--- config.mk ---
export PLATFORM = sky130hd
export DESIGN_NAME = match_interval_timer
export DESIGN_NICKNAME = d
export VERILOG_FILES = /design/src/rtl/mit_pkg.sv /design/src/rtl/mit_prescaler.sv /design/src/rtl/mit_channel.sv /design/src/rtl/match_interval_timer.sv
export SDC_FILE = /design/constraint.sdc
export NUM_CORES = 1
export LEC_CHECK = 0
export ABC_AREA = 1
export BUFFER_PORTS_ARGS = -buffer_cell sky130_fd_sc_hd__buf_2
export CAP_MARGIN = 10
export CORE_ASPECT_RATIO = 1.75
export CORE_MARGIN = 2
export CORE_UTILIZATION = 65
export CTS_CLUSTER_SIZE = 14
export DETAILED_ROUTE_END_ITERATION = 6
export PLACE_DENSITY = 0.95
export SETUP_SLACK_MARGIN = 0.2
export SLEW_MARGIN = 15
export SYNTH_ARGS = -nofsm -noshare
export SYNTH_HDL_FRONTEND = slang
export SYNTH_SLANG_ARGS = --single-unit
--- constraint.sdc ---
create_clock -name clk -period 10.51 [get_ports clk]
set_clock_uncertainty 0.2 [all_clocks]
set_input_delay 1.051 -clock clk [delete_from_list [all_inputs] [get_ports clk]]
set_output_delay 1.051 -clock clk [all_outputs]
set_load 0.01 [all_outputs]
--- src/rtl/mit_pkg.sv ---
package mit_pkg;
  localparam int DATA_W     = 16;
  localparam int ADDR_W     = 4;
  localparam int CKS_W      = 2;
  // register offsets (byte addresses of halfwords)
  localparam int OFF_RUN    = 0;
  localparam int CH_BASE    = 2;
  localparam int CH_STRIDE  = 6;
  localparam int OFF_CSR    = 0;
  localparam int OFF_CNT    = 2;
  localparam int OFF_COR    = 4;
  // control/status bit positions
  localparam int BIT_FLAG   = 7;
  localparam int BIT_IE     = 6;
  // prescaler: divide = 2**(BASE_LOG2 + STEP_LOG2*select)
  localparam int BASE_LOG2  = 3;
  localparam int STEP_LOG2  = 2;

  function automatic int ch_addr(int ch, int off);
    return CH_BASE + CH_STRIDE * ch + off;
  endfunction
endpackage

--- src/rtl/mit_prescaler.sv ---
module mit_prescaler
  import mit_pkg::*;
#(
  parameter int SEL_W = CKS_W
) (
  input  logic             clk,
  input  logic             rst_n,
  input  logic             run,
  input  logic [SEL_W-1:0] sel,
  output logic             tick
);
  localparam int PRE_W = BASE_LOG2 + STEP_LOG2 * ((1 << SEL_W) - 1);

  logic [PRE_W-1:0] pre_q, pre_d, mask;
  int unsigned      shamt;

  always_comb begin
    shamt = BASE_LOG2 + STEP_LOG2 * int'(sel);
    mask  = (PRE_W'(1) << shamt) - PRE_W'(1);
    tick  = run && ((pre_q & mask) == mask);
    pre_d = run ? pre_q + PRE_W'(1) : '0;
  end

  always_ff @(posedge clk or negedge rst_n) begin
    if (!rst_n) pre_q <= '0;
    else        pre_q <= pre_d;
  end
endmodule

--- src/rtl/mit_channel.sv ---
module mit_channel
  import mit_pkg::*;
#(
  parameter int CNT_W = DATA_W
) (
  input  logic             clk,
  input  logic             rst_n,
  input  logic             run,
  input  logic             csr_wr,
  input  logic             csr_rd,
  input  logic             cnt_wr,
  input  logic             cor_wr,
  input  logic [CNT_W-1:0] wdata,
  output logic [CNT_W-1:0] cnt,
  output logic [CNT_W-1:0] cor,
  output logic             flag,
  output logic             ie,
  output logic [CKS_W-1:0] sel,
  output logic             tick
);
  logic [CNT_W-1:0] cnt_q, cnt_d, cor_q, cor_d, cnt_adv;
  logic             flag_q, flag_d, ie_q, ie_d, armed_q, armed_d, match;
  logic [CKS_W-1:0] sel_q, sel_d;

  mit_prescaler #(.SEL_W(CKS_W)) u_pre (
    .clk(clk), .rst_n(rst_n), .run(run), .sel(sel_q), .tick(tick)
  );

  always_comb begin
    cnt_adv = (cnt_q == cor_q) ? '0 : cnt_q + CNT_W'(1);
    match   = tick && !cnt_wr && (cnt_adv == cor_q);

    cnt_d = cnt_q;
    if (cnt_wr)    cnt_d = wdata;
    else if (tick) cnt_d = cnt_adv;

    cor_d = cor_wr ? wdata : cor_q;
    ie_d  = csr_wr ? wdata[BIT_IE] : ie_q;
    sel_d = csr_wr ? wdata[CKS_W-1:0] : sel_q;

    flag_d = flag_q;
    if (match)                                 flag_d = 1'b1;
    else if (csr_wr && armed_q && !wdata[BIT_FLAG]) flag_d = 1'b0;

    armed_d = armed_q;
    if (match || csr_wr)       armed_d = 1'b0;
    else if (csr_rd && flag_q) armed_d = 1'b1;
  end

  always_ff @(posedge clk or negedge rst_n) begin
    if (!rst_n) begin
      cnt_q   <= '0;
      cor_q   <= '0;
      flag_q  <= 1'b0;
      ie_q    <= 1'b0;
      armed_q <= 1'b0;
      sel_q   <= '0;
    end else begin
      cnt_q   <= cnt_d;
      cor_q   <= cor_d;
      flag_q  <= flag_d;
      ie_q    <= ie_d;
      armed_q <= armed_d;
      sel_q   <= sel_d;
    end
  end

  assign cnt  = cnt_q;
  assign cor  = cor_q;
  assign flag = flag_q;
  assign ie   = ie_q;
  assign sel  = sel_q;
endmodule

--- src/rtl/match_interval_timer.sv ---
module match_interval_timer
  import mit_pkg::*;
#(
  parameter int NCH = 2
) (
  input  logic              clk,
  input  logic              rst_n,
  input  logic              bus_en,
  input  logic              bus_we,
  input  logic [ADDR_W-1:0] bus_addr,
  input  logic [DATA_W-1:0] bus_wdata,
  output logic [DATA_W-1:0] bus_rdata,
  output logic [NCH-1:0]    irq
);
  // asynchronous assertion, synchronous release
  logic [1:0] rst_sync_q;
  logic       rst_int_n;
  always_ff @(posedge clk or negedge rst_n) begin
    if (!rst_n) rst_sync_q <= 2'b00;
    else        rst_sync_q <= {rst_sync_q[0], 1'b1};
  end
  assign rst_int_n = rst_sync_q[1];

  logic                     wr_cyc, rd_cyc, run_wr;
  logic [NCH-1:0]           run_q, run_d;
  logic [NCH-1:0]           ch_flag, ch_ie, ch_tick;
  logic [NCH-1:0][DATA_W-1:0] ch_cnt, ch_cor;
  logic [NCH-1:0][CKS_W-1:0]  ch_sel;
  logic [NCH-1:0]           csr_wr, csr_rd, cnt_wr, cor_wr;
  logic [DATA_W-1:0]        rdata_q, rdata_d, rd_mux;

  assign wr_cyc = bus_en && bus_we;
  assign rd_cyc = bus_en && !bus_we;
  assign run_wr = wr_cyc && (bus_addr == ADDR_W'(OFF_RUN));

  for (genvar i = 0; i < NCH; i++) begin : g_ch
    localparam logic [ADDR_W-1:0] A_CSR = ADDR_W'(ch_addr(i, OFF_CSR));
    localparam logic [ADDR_W-1:0] A_CNT = ADDR_W'(ch_addr(i, OFF_CNT));
    localparam logic [ADDR_W-1:0] A_COR = ADDR_W'(ch_addr(i, OFF_COR));

    assign csr_wr[i] = wr_cyc && (bus_addr == A_CSR);
    assign csr_rd[i] = rd_cyc && (bus_addr == A_CSR);
    assign cnt_wr[i] = wr_cyc && (bus_addr == A_CNT);
    assign cor_wr[i] = wr_cyc && (bus_addr == A_COR);

    mit_channel #(.CNT_W(DATA_W)) u_ch (
      .clk(clk), .rst_n(rst_int_n), .run(run_q[i]),
      .csr_wr(csr_wr[i]), .csr_rd(csr_rd[i]),
      .cnt_wr(cnt_wr[i]), .cor_wr(cor_wr[i]), .wdata(bus_wdata),
      .cnt(ch_cnt[i]), .cor(ch_cor[i]), .flag(ch_flag[i]),
      .ie(ch_ie[i]), .sel(ch_sel[i]), .tick(ch_tick[i])
    );

    assign irq[i] = ch_flag[i] & ch_ie[i];
  end

  always_comb begin
    rd_mux = '0;
    if (bus_addr == ADDR_W'(OFF_RUN)) rd_mux = DATA_W'(run_q);
    for (int i = 0; i < NCH; i++) begin
      if (bus_addr == ADDR_W'(ch_addr(i, OFF_CSR))) begin
        rd_mux                  = '0;
        rd_mux[BIT_FLAG]        = ch_flag[i];
        rd_mux[BIT_IE]          = ch_ie[i];
        rd_mux[CKS_W-1:0]       = ch_sel[i];
      end
      if (bus_addr == ADDR_W'(ch_addr(i, OFF_CNT))) rd_mux = ch_cnt[i];
      if (bus_addr == ADDR_W'(ch_addr(i, OFF_COR))) rd_mux = ch_cor[i];
    end
    rdata_d = rd_cyc ? rd_mux : rdata_q;
    run_d   = run_wr ? bus_wdata[NCH-1:0] : run_q;
  end

  always_ff @(posedge clk or negedge rst_int_n) begin
    if (!rst_int_n) begin
      run_q   <= '0;
      rdata_q <= '0;
    end else begin
      run_q   <= run_d;
      rdata_q <= rdata_d;
    end
  end

  assign bus_rdata = rdata_q;
endmodule

### Word-level counts from Yosys, hierarchy flattened

Index checks and enable logic that the tools add are counted.
W data, S select, Z words.

* bits in registers: 112
* bits of input ports: 24

* add/sub/neg operators: 8
* equal/unequal tests: 12
* shift operators: 2
* muxes and demuxes: 23
* bitwise gates (word level): 4
* reduce and logical (&&, ||, !) cells: 36

Operators by type and width (count)
* $mux W16: 11
* $eq A16 B16 Y1: 4
* $add A16 B1 Y16 const B: 2
* $logic_and A1 B1 Y1: 23
* $add A9 B1 Y9 const B: 2
* $and A9 B9 Y9: 2
* $eq A9 B9 Y1: 2
* $mux W9: 2
* $shl A1 B4 Y9 const A: 2
* $sub A9 B2 Y9 const B: 2
* $eq A4 B4 Y1 const B: 3
* $reduce_bool A2 Y1: 6
* $add A2 B3 Y4 const A: 2
* $eq A4 B3 Y1 const B: 2
* $mux W1: 8
* $mux W8: 1
* $eq A4 B2 Y1 const B: 1
* $logic_not A1 Y1: 4
* $logic_not A4 Y1: 1
* $and A1 B1 Y1: 2
* $logic_or A1 B1 Y1: 2
* $mux W2: 1

### Depth between registers and ports, before layout

Gate-level depths: netlist (run 1).

* word-level depth: 10
* depth in mapped cells: 18
* mapped depth without buffers: 17

### Modules after synthesis

A second synthesis (run 1) with hierarchy kept.

* cell total of the unflattened synthesis: 1098
* area, all modules: 7173.1 sq um

Modules (own cells, without submodules)
* mit_channel: times used 2, cells each 386, area each 2444.8 sq um
* match_interval_timer: times used 1, cells each 202, area each 1347.5 sq um
* mit_prescaler: times used 2, cells each 62, area each 467.9 sq um

### Least setup slack after synthesis (run 1)

Ideal clock, no wire load.

* kind: input to register
* from: input port bus_addr[1]
* to: register g_ch[0].u_ch.cnt_q[10]
* library setup time: 0.139 ns
* arrival: 2.267 ns
* required time: 10.171 ns
* setup slack: 7.904 ns
* stages on the path: 7
* buffers on the path: 1
* path through: nor2_1 > nand2_1 > nor2_1 > clkinv_1 > nand3_1 > buf_2 > o221ai_1

* cells in the longest elaborated chain, start to end: 3

RTL lines
* from (decl): RTL line match_interval_timer.sv:10 `input logic [ADDR_W-1:0] bus_addr,`
* $eq A4 B3 Y1 (*): RTL line match_interval_timer.sv:43 `assign cnt_wr[i] = wr_cyc && (bus_addr == A_CNT);`
* $logic_and A1 B1 Y1 (*): RTL line match_interval_timer.sv:43
* $mux W16 / $reduce_bool A2 Y1 (equally long branches)
* to (signal assigned): RTL line mit_channel.sv:59 `cnt_q <= cnt_d;`
* to (decl): RTL line mit_channel.sv:21 `logic [CNT_W-1:0] cnt_q, cnt_d, cor_q, cor_d, cnt_adv;`

Every way passes the cells marked *; elsewhere a longest branch is shown, timed or not.
A chain may end at the register's enable or synchronous reset.

### Worst setup path in the final report (run 1)

* from: input port bus_addr[1]
* to: register g_ch[0].u_ch.flag_q

* cells in the longest elaborated chain, start to end: 6

RTL lines
* $eq A4 B3 Y1: RTL line match_interval_timer.sv:43
* $logic_and A1 B1 Y1: RTL line match_interval_timer.sv:43
* $logic_not A1 Y1: RTL line mit_channel.sv:31 `match = tick && !cnt_wr && (cnt_adv == cor_q);`
* $logic_and A1 B1 Y1 (2 in series): RTL line mit_channel.sv:31
* $mux W1 / $reduce_bool A2 Y1 (equally long branches)
* to (signal assigned): RTL line mit_channel.sv:61 `flag_q <= flag_d;`
* to (decl): RTL line mit_channel.sv:22 `logic flag_q, flag_d, ie_q, ie_d, armed_q, armed_d, match;`

Parallel ways exist; a longest one is shown, timed or not.

==> results.cfg, run 1 <==
[global_routing]
grt_usage = 0.367
overflow = 0
grt_max_degree = 81
grt_antenna_before_repair = 0
grt_pass1_vias = 6675
grt_pass1_wl_um = 32100

[drt]
dr_wl_met3_um = 1470
drcViolationCount = 0
wl_per_cell_um = 17.1
wl_met1_um = 7060
detail-route-antenna-nets = 0
dr.pass1.iters = 6
routed_wirelength_um = 19800
wl_met2_um = 9520
viasPerCell = 5.98
dr.first_iter.drc_count = 792
dr.max_layer_used = met4
vias = 6951

[die]
io_pins = 42
die_h_um = 141
initial_core_util = 0.672
die-area_mm2 = 0.0115
coreArea_mm2 = 0.0103
row_count = 49
die_w_um = 82.0

[critical_path]
path_max_fanout = 17
worstSetupPathType = in2reg
cp_slowest_stage_delay_ns = 0.82
crit_required_ns = 10.56
worstSetupStartpointType = input pin
crit_chain = buf_2 -> nor2_1 -> nand2_1 -> nor2_1 -> clkinv_1 -> nand3_1 -> a21oi_1 -> nand3_1 -> nor2_1 -> nand3_1 -> nand2_1
cp.buffers_inverters = 2
critPathTopFamily = simple AND/OR/NAND/NOR gates
arrival_ns = 3.79
end_kind = flip-flop
slowest_stage = nand3_1

[yosys]
ys_ff_latch = 112
synth_common_cells = 357 x nand2_1, 128 x inv_1, 112 x dfrtp_1
synth_edf_count = 0
netlist.area_leader.share = 0.405
synthMuxAreaShare = 0
synthXorXnorAreaFrac = 0.0253
synth_top_area_cell = dfrtp_1
seq_area_frac_synth = 0.405
synth_most_common_cell = nand2_1
netlist_instances = 1012
synth_area_leaders = dfrtp_1 40%, nand2_1 19%, inv_1 6.9%
netlist_area_mm2 = 0.00693
syn-num-nets = 1043
post_synth.cell_area_avg_um2 = 6.84
synth-simple-area-share = 0.310
synth_top_family_by_area = simple AND/OR/NAND/NOR gates
ys_warn_count = 0
synthDistinctLibCells = 37
synthAdderAreaFrac = 0.0126
synthFlopType = dfrtp_1
synth_compound_area_frac = 0.147
synthArstFlopShare = 1.00

[place]
dp_hpwl_um = 14000
place_congestion = 0.953
placement.cell_area_mm2 = 0.00714
io_buffers = 41
placed_cells = 1146

[power_and_ir_drop]
combinationalPowerShare = 0.283
p_seq_frac = 0.457
swShare = 0.383
p_per_area_mw_per_mm2 = 174
power_frac_clock = 0.260
total_power_mw = 1.29
intPower_mw = 0.797
leakagePower_nw = 3.91
ir_worst_vdd_v = 0.000112
p_sw_mw = 0.494

[job]
max_cap_viol_count = 0

[clocking]
cts_setup_buffers = 0
post_cts_resized = 0
cts_buffers = 9
cts_root_buffer = clkbuf_16
clkTransAtPathRegs_ns = 0.07
clk_latency_ns = 0.36
ctsHoldBuffers = 0
cts_tree = yes
cts_sinks = 112
h-tree-depth = 3
clk_path_buf_depth = 2

[outcome]
outcome = complete, no violations

[cells_and_area]
n_antenna_cell = 0
final_area_mm2 = 0.00742
final_layout_size_suffix_gt1_frac = 0.0715
synthToLayoutAreaGrowth_pct = 7.12
num-nets-final = 1061
final_cells = 1162

[timing]
fin_crit_sh = 0.356
tns_ns = 0
final_max_slew_viol_count = 0
worst_slew_pin_slew_ns = 1.04
min_period_ns = 3.74
fmax_mhz = 267
setup_viol = 0
final_hold_viol_count = 0
rsz0062_at_grt = no
slew_headroom = 0.303

[hold_path]
hold_class = reg2async
[flip-flops by register name (all words and copies together) (netlist names)]
| signal | cells |
|---|---|
| bus_rdata | 16 |
| g_ch.u_ch.armed_q | 2 |
| g_ch.u_ch.cnt | 32 |
| g_ch.u_ch.cor | 32 |
| g_ch.u_ch.flag | 2 |
| g_ch.u_ch.ie | 2 |
| g_ch.u_ch.sel | 4 |
| g_ch.u_ch.u_pre.pre_q | 18 |
| rst_sync_q | 2 |
| run_q | 2 |
[layer usage]
layer | vias to the layer above | global-route usage
met5 | - | 0
met4 | 0 | 0.293
met3 | 125 | 0.0664
met2 | 400 | 0.582
met1 | 3136 | 0.421
li1 | 3290 | -
[worst paths after layout]
kind                       cells after the start  slack (ns)                  from                     endpoint
max                                           11        6.77           bus_addr[1]            g_ch[0].u_ch.flag
min                                            0        0.06         rst_sync_q[1]         g_ch[1].u_ch.cnt[12]
max reg2reg                                   14        7.57  g_ch[0].u_ch.cnt[11]         g_ch[0].u_ch.armed_q
min reg2reg                                    0        0.06         rst_sync_q[1]         g_ch[1].u_ch.cnt[12]
max in group asynchronous                      1        8.69         rst_sync_q[1]  g_ch[0].u_ch.u_pre.pre_q[8]
min in group clk                               0        0.16         rst_sync_q[0]                rst_sync_q[1]
[per-stage QoR]
stage               setup WS, ns   util  hold WS, ns
detailed placement          6.55  0.693       0.0632
finish                      6.77  0.720       0.0649
global placement            6.68  0.693       0.0580
CTS                         6.94  0.720       0.0768
global route                6.60  0.720       0.0984
floorplan                   6.96      -        0.131
[final cells by class]
class | instances | area [um^2]
clock buffers | 11 | 243
clock inverters | 5 | 38.8
fillers | 819 | 2880
inverters | 139 | 522
multi-input cells | 725 | 3430
flip-flops and latches | 112 | 2810
well taps | 127 | 159
repair buffers | 43 | 220
[cell usage in the layout, fill, tap and decap left out, types with 2 or more instances in the layout]
cell	instances
nand4_1	11
nand3_1	51
o21ai_0	75
a21oi_1	21
inv_2	9
nand2_1	357
clkbuf_16	9
inv_1	128
nor3_1	9
a221oi_1	14
xor2_1	20
o211ai_1	2
buf_4	2
o22ai_1	14
dfrtp_1	111
clkinv_1	2
nor2_2	3
inv_6	3
o221ai_1	32
nor2_1	96
ha_1	7
buf_2	41
[power by group through the flow]
stage / clock network, mW / logic (mW) / registers, mW
floorplan: 0 / 0.286 / 0.563
global placement: 0 / 0.341 / 0.591
detailed placement: 0 / 0.351 / 0.592
CTS: 0.334 / 0.358 / 0.586
global route: 0.356 / 0.416 / 0.600
finish: 0.336 / 0.365 / 0.590
[cells by family after synthesis]
logic type | Yosys count
buffers and inverters | 175
xor gates and xnor gates | 20
and+or+nand+nor | 535
other | 1
DFF | 112
AOI/OAI and AO/OA | 162
adders and majority gates | 7
No activity file was read; power rests on OpenSTA's default activity.
==> inputs of run 2 (changes only) <==
- ABC_AREA: 1 -> 0
- CORE_UTILIZATION: 65 -> 56
- PLACE_DENSITY: 0.95 -> 0.88
- clock period: 10.51 -> 3.1 ns (I/O delays scaled with it)
==> run 2 against run 1 <==
Sequential share of layout area decreased by 4.0 points. Critical path depth is 2 lower. Sequential power grew to 3.6 times the previous value. Final cell count down 12%. Die area is 23% higher. Combinational power grew to 4.7 times the previous value. Utilization shrank 7.6 points. First-iteration DRC count down 32%. Design area up 12%. Global-route usage shrank 6.6 points. Sequential cell count did not move. Total power grew to 3.8 times the previous value. Critical path type is now reg2reg. Highest routed layer unchanged.
==> results.cfg, run 2 <==
[die]
die_w_um = 91.0
initial_core_util = 0.574
io_pins = 42
die_h_um = 156
row_count = 55
die-area_mm2 = 0.0142
coreArea_mm2 = 0.0129

[power_and_ir_drop]
ir_worst_vdd_v = 0.000316
p_per_area_mw_per_mm2 = 593
leakagePower_nw = 3.37

[clocking]
h-tree-depth = 3
cts_tree = yes
cts_buffers = 9
cts_root_buffer = clkbuf_16
clkTransAtPathRegs_ns = 0.08
clk_path_buf_depth = 2
clk_latency_ns = 0.35
cts_sinks = 112
cts_setup_buffers = 0

[cells_and_area]
final_cells = 1023
final_cell_mix = 102 x dfrtp_1, 82 x nor2_1, 51 x o21ai_0, 51 x buf_4, 45 x mux2_2
final_layout_size_suffix_gt1_frac = 0.237
num-nets-final = 879
final_area_mm2 = 0.00833
n_antenna_cell = 0
final_common_cell = dfrtp_1
fillers = 1066
synthToLayoutAreaGrowth_pct = 12.3

[yosys]
netlist.area_leader.share = 0.378
ys_ff_latch = 112
syn-num-nets = 837
post_synth.cell_area_avg_um2 = 9.21
synthDistinctLibCells = 75
synthArstFlopShare = 1.00
synthFlopType = dfrtp_1
netlist_instances = 806
ys_warn_count = 0
synth_top_area_cell = dfrtp_1
seq_area_frac_synth = 0.378
synth_area_leaders = dfrtp_1 38%, mux2_2 6.8%, xnor2_1 5.2%
netlist_area_mm2 = 0.00742
synth_edf_count = 0
synth_common_cells = 112 x dfrtp_1, 82 x nor2_1, 51 x o21ai_0
synth_most_common_cell = dfrtp_1

[timing]
rsz0062_at_grt = yes
fin_crit_sh = 0.921
final_hold_viol_count = 0
setup_viol = 0
slew_headroom = 0.527
fmax_mhz = 350
tns_ns = 0
min_period_ns = 2.86
worst_slew_pin_slew_ns = 0.710
final_max_slew_viol_count = 0

[global_routing]
grt_pass1_vias = 6606
grt_max_degree = 59
overflow = 0
grt_pass1_wl_um = 33600
grt_usage = 0.300
grt_antenna_before_repair = 0

[drt]
detail-route-antenna-nets = 0
routed_wirelength_um = 21100
viasPerCell = 6.57
dr.pass1.iters = 6
vias = 6718
wl_per_cell_um = 20.7
drcViolationCount = 0
dr.first_iter.drc_count = 538

[critical_path]
crit_required_ns = 3.14
worstSetupStartpointType = flip-flop
crit_chain = or2_2 -> ha_1 -> o22ai_1 -> a2111o_1 -> a21oi_1 -> nand3_1 -> nor4_1 -> o2111ai_2 -> and3_1
slowest_stage = dfrtp_1
reg2reg_from = g_ch[0].u_ch.sel[1]
arrival_ns = 2.90
crit_start = g_ch[0].u_ch.sel[1]
worstSetupPathType = reg2reg
end_kind = flip-flop
reg2reg_depth = 9
path_max_fanout = 5
cp_slowest_stage_delay_ns = 0.42

[hold_path]
min_from = bus_wdata[3]
hold_class = in2reg
hold_depth = 3

[job]
max_cap_viol_count = 0

[place]
placement.cell_area_mm2 = 0.00794
dp_hpwl_um = 15600
io_buffers = 41
placed_cells = 1007
place_congestion = 0.993

[outcome]
outcome = complete, no violations
-- run 2: repair_timing --
item,in CTS,in global routing
pin swaps,0,2
resized for setup,6,17
endpoints found under the hold margin,2,0
hold buffers,1,0
setup endpoints to repair,2,4
-- run 2: per-stage QoR --
step / power, mW / hold WS (ns) / util / setup slack, ns
floorplan: 3.21 / -0.186 / - / 0.479
global placement: 3.69 / -0.105 / 0.613 / 0.196
detailed placement: 3.73 / -0.103 / 0.613 / 0.195
CTS: 4.86 / 0.0289 / 0.638 / 0.228
global route: 5.18 / 0.0421 / 0.644 / 0.143
finish: 4.94 / 0.0394 / 0.644 / 0.244
-- run 2: layer usage --
layer / track usage / wire length, um
met4: 0.207 / 1620
met1: 0.340 / 7360
met5: 0 / 0
met3: 0.0342 / 1310
met2: 0.526 / 10900
-- run 2: layout make-up --
| cell class | count | area (um^2) | share of cell area |
|---|---|---|---|
| Sequential cell | 112 | 2820 | 0.338 |
| Inverter | 10 | 37.5 | 0.00451 |
| Clock buffer | 9 | 225 | 0.0270 |
| Clock inverter | 6 | 51.3 | 0.00616 |
| Tap cell | 171 | 214 | 0.0257 |
| Timing Repair Buffer | 95 | 638 | 0.0766 |
| Multi-Input combinational cell | 620 | 4350 | 0.522 |
-- run 2: kinds of logic after synthesis --
group | after synthesis | share of synthesized area
other | 1 | 0.000505
and+or+nand+nor | 284 | 0.218
AOI/OAI and AO/OA | 201 | 0.172
muxes | 53 | 0.0808
DFF | 112 | 0.378
adders and majority gates | 7 | 0.0118
buffers and inverters | 74 | 0.0509
xor gates and xnor gates | 74 | 0.0884
-- run 2: report_power, final --
| group | total (mW) | switching, mW | internal [mW] |
|---|---|---|---|
| sequential | 2.10 | 0.410 | 1.69 |
| clock | 1.12 | 0.568 | 0.555 |
| combinational | 1.71 | 0.929 | 0.782 |
| total | 4.94 | 1.91 | 3.03 |
-- run 2: path summary, 6_finish.rpt --
check                                  endpoint  slack [ns]
max reg2reg                g_ch[0].u_ch.armed_q        0.24
max in group asynchronous   g_ch[0].u_ch.cnt[4]        1.73
min in group asynchronous         rst_sync_q[1]        0.07
min                         g_ch[1].u_ch.cnt[3]        0.04
max                        g_ch[0].u_ch.armed_q        0.24
min reg2reg                       rst_sync_q[1]        0.16
-- run 2: critical path, delay by kind of cell, from the launching register on --
kind | cells | cell delay (ns)
simple gates | 4 | 1.00
flops | 1 | 0.42
fa+ha+maj | 1 | 0.28
compound gates | 4 | 0.84
==> inputs of run 3 (changes only) <==
- ABC_AREA: 0 -> 1
- GPL_ROUTABILITY_DRIVEN: not set -> 0
==> run 3 against run 2 <==
Utilization decreased by 1.3 points. Worst setup slack improved by 0.36 ns. Routed wire length decreased by 7.7%. Clock power about the same. Sequential cell count unchanged. Via count increased by 2.5%. Combinational power decreased by 29%. Non-clock buffer count decreased by 35. First-iteration DRC count increased by 13%. Worst hold slack got worse by 0.016 ns. Global-route usage increased by 0.28 points. Maximum frequency increased by 14%.
==> results.cfg, run 3 (synthesized netlist as in run 1, its figures left out) <==
[die]
die-area_mm2 = 0.0133
coreArea_mm2 = 0.0121
io_pins = 42
row_count = 53
initial_core_util = 0.574
die_h_um = 151
die_w_um = 88.1

[drt]
drcViolationCount = 0
dr.pass1.iters = 5
detail-route-antenna-nets = 0
dr.max_layer_used = met4
dr.first_iter.drc_count = 609
wl_met2_um = 9420
wl_per_cell_um = 16.0
dr_wl_met3_um = 1160
routed_wirelength_um = 19500
vias = 6889
wl_met1_um = 7250
viasPerCell = 5.66

[hold_path]
hold_class = in2reg

[critical_path]
worstSetupPathType = reg2reg
crit_required_ns = 3.16
cp.buffers_inverters = 3
critPathTopFamily = simple AND/OR/NAND/NOR gates
arrival_ns = 2.55
crit_chain = inv_1 -> nand2_1 -> nand2_1 -> nor2_1 -> nand2_1 -> nor2_1 -> nand2_2 -> buf_4 -> nand2_1 -> xor2_1 -> nand2_1 -> nor2_1 -> nand3_1 -> nand2_1 -> inv_1
path_max_fanout = 16
slowest_stage = dfrtp_1
cpMostUsedCell = nand2_1
cp_slowest_stage_delay_ns = 0.52
worstSetupStartpointType = flip-flop
end_kind = flip-flop
regToRegSetupSlack_ns = 0.60

[global_routing]
grt_usage = 0.303
overflow = 0
grt_max_degree = 76
grt_pass1_wl_um = 30900
grt_antenna_before_repair = 0
grt_pass1_vias = 6411

[cells_and_area]
final_layout_size_suffix_gt1_frac = 0.0875
final_common_cell = nand2_1
num-nets-final = 1078
synthToLayoutAreaGrowth_pct = 9.88
final_cell_mix = 356 x nand2_1, 128 x inv_1, 111 x dfrtp_1, 96 x nor2_1, 75 x o21ai_0
n_antenna_cell = 0

[clocking]
cts_buffers = 9
h-tree-depth = 3
clk_path_buf_depth = 2
clk_latency_ns = 0.36
clkTransAtPathRegs_ns = 0.08
cts_sinks = 112
cts_setup_buffers = 0
cts_tree = yes
cts_root_buffer = clkbuf_16

[timing]
fin_crit_sh = 0.805
worst_slew_pin_slew_ns = 0.983
setup_viol = 0
holdWs_ns = 0.0230
final_hold_viol_count = 0
tns_ns = 0
fin_ws_ns = 0.604
rsz0062_at_grt = no
fmax_mhz = 401
slew_headroom = 0.345
min_period_ns = 2.50
final_max_slew_viol_count = 0

[outcome]
outcome = complete, no violations

[place]
io_buffers = 41
dp_hpwl_um = 14300
place_ws_ns = 0.494

[job]
max_cap_viol_count = 0

[power_and_ir_drop]
ir_worst_vdd_v = 0.000288
p_per_area_mw_per_mm2 = 573
leakagePower_nw = 3.99
run 3: power by group:
part	switching (mW)	internal (mW)
clock	0.559	0.596
sequential	0.322	1.68
combinational	0.749	0.458
total	1.63	2.73
run 3: stage by stage:
stage | util | area (um^2) | total power, mW | instances
6_report | 0.631 | 7610 | 4.36 | 1217
5_1_grt | 0.631 | 7610 | 4.64 | 1217
4_1_cts | 0.630 | 7610 | 4.34 | 1217
3_5_place_dp | 0.605 | 7300 | 3.20 | 1200
3_3_place_gp | 0.605 | 7300 | 3.15 | 1200
2_1_floorplan | - | 6930 | 2.88 | 1012
run 3: layout make-up:
class | count | area [um^2]
fillers | 1105 | 4460
repair buffers | 60 | 350
well taps | 165 | 206
clock buffers | 11 | 253
flip-flops and latches | 112 | 2810
clock inverters | 5 | 40.0
multi-input cells | 725 | 3430
inverters | 139 | 522
run 3: routing by layer:
metal	vias to the layer above	global-route usage
li1	3319	-
met1	3191	0.349
met2	287	0.494
met3	92	0.0392
met4	0	0.247
met5	-	0
run 3: timing repair:
action	in CTS	in global routing
endpoints found under the setup margin	0	1
hold endpoints to repair	2	0
resized for setup	0	1
hold buffers	1	0
run 3: final timing paths:
| check | from | cells past startpoint | end |
|---|---|---|---|
| worst max-delay path | g_ch[1].u_ch.cnt[8] | 15 | g_ch[1].u_ch.armed_q |
| worst min-delay path | bus_wdata[1] | 3 | g_ch[0].u_ch.sel[1] |
| worst max register to register | g_ch[1].u_ch.cnt[8] | 15 | g_ch[1].u_ch.armed_q |
| worst min register to register | rst_sync_q[0] | 0 | rst_sync_q[1] |
| max in group asynchronous | rst_sync_q[1] | 1 | g_ch[0].u_ch.cor[14] |
| min in group asynchronous | rst_n | 2 | rst_sync_q[1] |
run 3: worst register-to-register path, cell delays in order (launching register included):
cell and delay [ns]:
dfrtp_1 0.52, inv_1 0.07, nand2_1 0.07, nand2_1 0.05
nor2_1 0.15, nand2_1 0.08, nor2_1 0.11, nand2_2 0.20
buf_4 0.25, nand2_1 0.10, xor2_1 0.16, nand2_1 0.08
nor2_1 0.14, nand3_1 0.11, nand2_1 0.07, inv_1 0.04
